==> src/rtl/prefix_adder.sv <==
module prefix_adder #(
  parameter int WIDTH = 32
) (
  input  logic [WIDTH-1:0] a,
  input  logic [WIDTH-1:0] b,
  input  logic             cin,
  output logic [WIDTH-1:0] sum,
  output logic             cout
);
  localparam int LEVELS = $clog2(WIDTH);

  generate
    if ((WIDTH & (WIDTH - 1)) != 0 || WIDTH < 4 || WIDTH > 64) begin : g_bad_width
      $error("prefix_adder: WIDTH must be a power of two in 4..64");
    end
  endgenerate

  wire [WIDTH-1:0] gen  [0:LEVELS];
  wire [WIDTH-1:0] prop [0:LEVELS];
  wire [WIDTH:0]   carry;

  assign gen[0]  = a & b;
  assign prop[0] = a ^ b;

  generate
    for (genvar k = 0; k < LEVELS; k++) begin : g_level
      localparam int SPAN = 1 << k;
      for (genvar i = 0; i < WIDTH; i++) begin : g_bit
        if (i >= SPAN) begin : g_join
          assign gen[k+1][i]  = gen[k][i] | (prop[k][i] & gen[k][i-SPAN]);
          assign prop[k+1][i] = prop[k][i] & prop[k][i-SPAN];
        end else begin : g_pass
          assign gen[k+1][i]  = gen[k][i];
          assign prop[k+1][i] = prop[k][i];
        end
      end
    end
  endgenerate

  assign carry[0] = cin;
  assign carry[WIDTH:1] = gen[LEVELS] | (prop[LEVELS] & {WIDTH{cin}});

  assign sum  = prop[0] ^ carry[WIDTH-1:0];
  assign cout = carry[WIDTH];
endmodule

==> config.mk <==
export PLATFORM = sky130hd
export DESIGN_NAME = prefix_adder
export DESIGN_NICKNAME = d
export VERILOG_FILES = /design/src/rtl/prefix_adder.sv
export SDC_FILE = /design/constraint.sdc
export NUM_CORES = 1
export LEC_CHECK = 0
export BUFFER_PORTS_ARGS = -buffer_cell sky130_fd_sc_hd__buf_2
export CORE_MARGIN = 10
export CORE_UTILIZATION = 45
export DETAILED_ROUTE_END_ITERATION = 12
export PLACE_DENSITY = 0.86
export SYNTH_ARGS = -nofsm -noshare
export SYNTH_HDL_FRONTEND = slang
export SYNTH_SLANG_ARGS = --single-unit
==> constraint.sdc <==
create_clock -name vclk -period 3.43
set_input_delay 0.343 -clock vclk [all_inputs]
set_output_delay 0.343 -clock vclk [all_outputs]
set_load 0.01 [all_outputs]
## Yosys cells after proc, flatten, opt, wreduce, memory -nomap -nowiden

Cells that the tools add are included.

| word-level totals | value |
|---|---|
| bits in writable memories | 0 |
| ROM bits | 0 |
| output and inout port bits | 33 |
| input port bits | 65 |
| register bits | 0 |
| latch bits | 0 |
| memories | 0 |

| cells by class | value |
|---|---|
| $add $sub $neg | 0 |
| bitwise gates (word level) | 392 |
| mux-type cells | 0 |
| div/mod/pow operators | 0 |
| shift operators | 0 |
| equal/unequal tests | 0 |
| multipliers | 0 |
| reduce and logical (&&, ||, !) cells | 0 |
| order comparisons | 0 |

Operators by type and width:

| cell | count |
|---|---|
| bitwise AND 1 bit | 258 |
| bitwise OR 1 bit | 129 |
| bitwise AND 32 bit | 2 |
| bitwise XOR 32 bit | 2 |
| bitwise OR 32 bit | 1 |

## Logic depth before layout (Yosys ltp)

| depth | value |
|---|---|
| depth in word-level cells | 13 |
| depth in mapped cells | 10 |
| mapped depth without buffers | 10 |

## Worst setup path after synthesis

OpenSTA, ideal clock, no wires.

| timing path | value |
|---|---|
| path kind | input to output |
| start point | input port a[7] |
| end point | output port sum[30] |
| required time | 3.087 ns |
| path slack | 0.742 ns |
| cell stages on the path | 10 |
| arrival | 2.345 ns |
| path through | ha_1 and4_1 nand3_2 o221ai_2 o21ai_2 nand2_4 o41ai_2 or3_4 a31o_1 a31oi_1 |

| between the ends | value |
|---|---|
| longest elaborated chain between the ends | 12 |

Ends and longest elaborated chain:

| item | RTL line | text |
|---|---|---|
| start: declaration | 4 | `input logic [WIDTH-1:0] a,` |
| bitwise XOR 32 bit | 23 | `assign prop[0] = a ^ b;` |
| bitwise AND 1 bit | 30 | `assign gen[k+1][i] = gen[k][i] \| (prop[k][i] & gen[k][i-SPAN]);` |
| bitwise OR 1 bit | 30 |  |
| bitwise AND 1 bit | 30 |  |
| bitwise OR 1 bit | 30 |  |
| bitwise AND 1 bit | 30 |  |
| bitwise OR 1 bit (2 in a row) | 30 |  |
| bitwise AND 1 bit | 30 |  |
| bitwise OR 1 bit | 30 |  |
| bitwise OR 32 bit * | 41 | `assign carry[WIDTH:1] = gen[LEVELS] \| (prop[LEVELS] & {WIDTH{cin}});` |
| bitwise XOR 32 bit * | 43 | `assign sum = prop[0] ^ carry[WIDTH-1:0];` |
| end: declaration | 7 | `output logic [WIDTH-1:0] sum,` |

Every way passes the cells marked *; elsewhere a longest branch is shown, timed or not.

## Worst setup path after layout

Same ends and word-level chain as after synthesis.

==> flow_metrics.tcl <==
set metrics [dict create \
    outcome "finished, final reports clean" \
    cp_max_fo 6 \
    finalNonFillerCells 320 \
    worst_pin_slew_ps 424 \
    yosysWarnings 0 \
    cpPeakStageDelay_ps 410 \
    worstPathRequired_ps 3090 \
    port_buffers 98 \
    antenna_left 0 \
    hold_slack_ps 1060 \
    die_h_microns 75.1 \
    pin_count 98 \
    grt_pass1_wl_microns 7110 \
    period_share_pct 86.7 \
    area_delta_synth_final_pct 38.8 \
    layout_common_cells "98 x buf_2, 32 x ha_1, 21 x nor2_1" \
    routed_wl_microns 4390 \
    wl_per_cell_microns 13.7 \
    setup-violations-final 0 \
    gr-usage-all-layers_pct 15.0 \
    ys_types 37 \
    max_freq_mhz 336 \
    cts_resized 0 \
    finalHoldViolCount 0 \
    peakVddDrop_mv 0.125 \
    rsz0062_at_grt "false" \
    power_uw 418 \
    cpMaxStageDelayCell "or3_4" \
    rows 19 \
    postSynthCellCount 191 \
    cp_cell_sequence "buf_2 -> ha_1 -> and4_1 -> nand3_2 -> o221ai_2 -> o21ai_2 -> nand2_4 -> o41ai_2 -> or3_4 -> a31o_1 -> a31oi_1 -> buf_2" \
    final_common_cell "buf_2" \
    multiInputGateArea_sq_um 1330 \
    hold_class "in -> out" \
    slew_viol_final 0 \
    place_inst 320 \
    grt_pass1_vias 1627 \
    synth_area_leaders "ha_1 29%, xnor2_1 9.6%, a21oi_1 7.0%, nor2_1 5.8%, a21o_1 4.4%" \
    drc 0 \
    vias 1715 \
    synth_area_sq_um 1370 \
    n_clock_buffer 0 \
    arrival_ps 2630 \
    startpoint_type "input port" \
    setup_slack_ps 454 \
    seq_area_sq_um 0 \
    cp_common_cell "buf_2" \
    fp.coreArea_sq_um 2830 \
    synth_nets 289 \
    tns_ps 0 \
    finalCriticalPeriod_ps 2980 \
    avgViaCountPerCell 5.36 \
    maxCapViolCount 0 \
    pre_cts_slack_ps 465 \
    slew_headroom_pct 71.6 \
    fin_nets 389 \
    power_density_nw_per_um2 221 \
    start_util_pct 48.3 \
    die_area_sq_um 5640 \
    diodes 0 \
    num-fill-cells 265 \
    place_hpwl_microns 4060 \
    grt_overflow 0 \
    p_leak_nw 1.03 \
    die_w_microns 75.1 \
    yosysTopAreaCell "ha_1" \
    nFlopsAndLatches 0 \
    synth_top_area_share_pct 29.3 \
    first_iter_violations 76 \
    critical_path_class "in -> out" \
    cp_top_family "simple AND/OR/NAND/NOR gates" \
    syn_area_per_cell_sq_um 7.15 \
    postCtsSetupRepairBufs 0 \
    firstDrtPassIters 4 \
    place_congestion 0.837 \
    drive_gt1_share_pct 36.3 \
    critPathBufInv 2 \
    ys_seq_area_share_pct 0 \
    cp-end-kind "primary output" \
    grt_max_degree 7 \
    antenna_found_initial 0 \
    ctsHoldBuffers 0 \
]
==> per-layer routing <==
layer / part of all wire (%) / global-route usage [%]
met2: 49 / 27.9
met5: 0 / 0
met3: 10 / 3.68
met4: 0 / 0.210
met1: 41 / 17.9
==> area by class of cell <==
cell class,count,share of cell area [%]
well taps,31,2.05
multi-input cells,182,70.3
repair buffers,98,25.9
inverters,9,1.78
==> Yosys cell counts, types with 3 or more instances <==
cell type  number
ha_1           32
nor2_1         21
a21oi_1        19
nand2_1        15
xnor2_1        15
o21ai_0        10
inv_1           9
nor3_1          9
a21o_1          8
nand3_1         7
nor2b_1         5
o21a_1          4
xor2_1          4
and3_1          3
nand4_1         3
==> stage by stage <==
| stage | utilization, % | area (sq um) |
|---|---|---|
| 6_report | 67.0 | 1890 |
| 5_1_grt | 67.0 | 1890 |
| 4_1_cts | 67.0 | 1890 |
| 3_5_place_dp | 67.0 | 1890 |
| 3_3_place_gp | 67.0 | 1890 |
| 2_1_floorplan | - | 1370 |
==> final timing paths <==
kind | startpoint | endpoint | slack, ps | depth (start not counted)
setup / recovery | a[7] | sum[30] | 450 | 12
hold / removal | cin | sum[0] | 1060 | 3
==> power breakdown <==
part           internal, mW  leakage (nW)  switching [mW]
Combinational         0.194          1.03           0.224
Sequential                0             0               0
Clock                     0             0               0
==> logic make-up after synthesis <==
| family | Yosys count | share of synthesized area (%) |
|---|---|---|
| compound gates | 56 | 27.3 |
| simple gates | 74 | 27.2 |
| xor+xnor | 19 | 12.2 |
| buf+inv | 9 | 2.47 |
| fa+ha+maj | 33 | 30.8 |
Note: power is estimated with default switching activity, not from simulation.
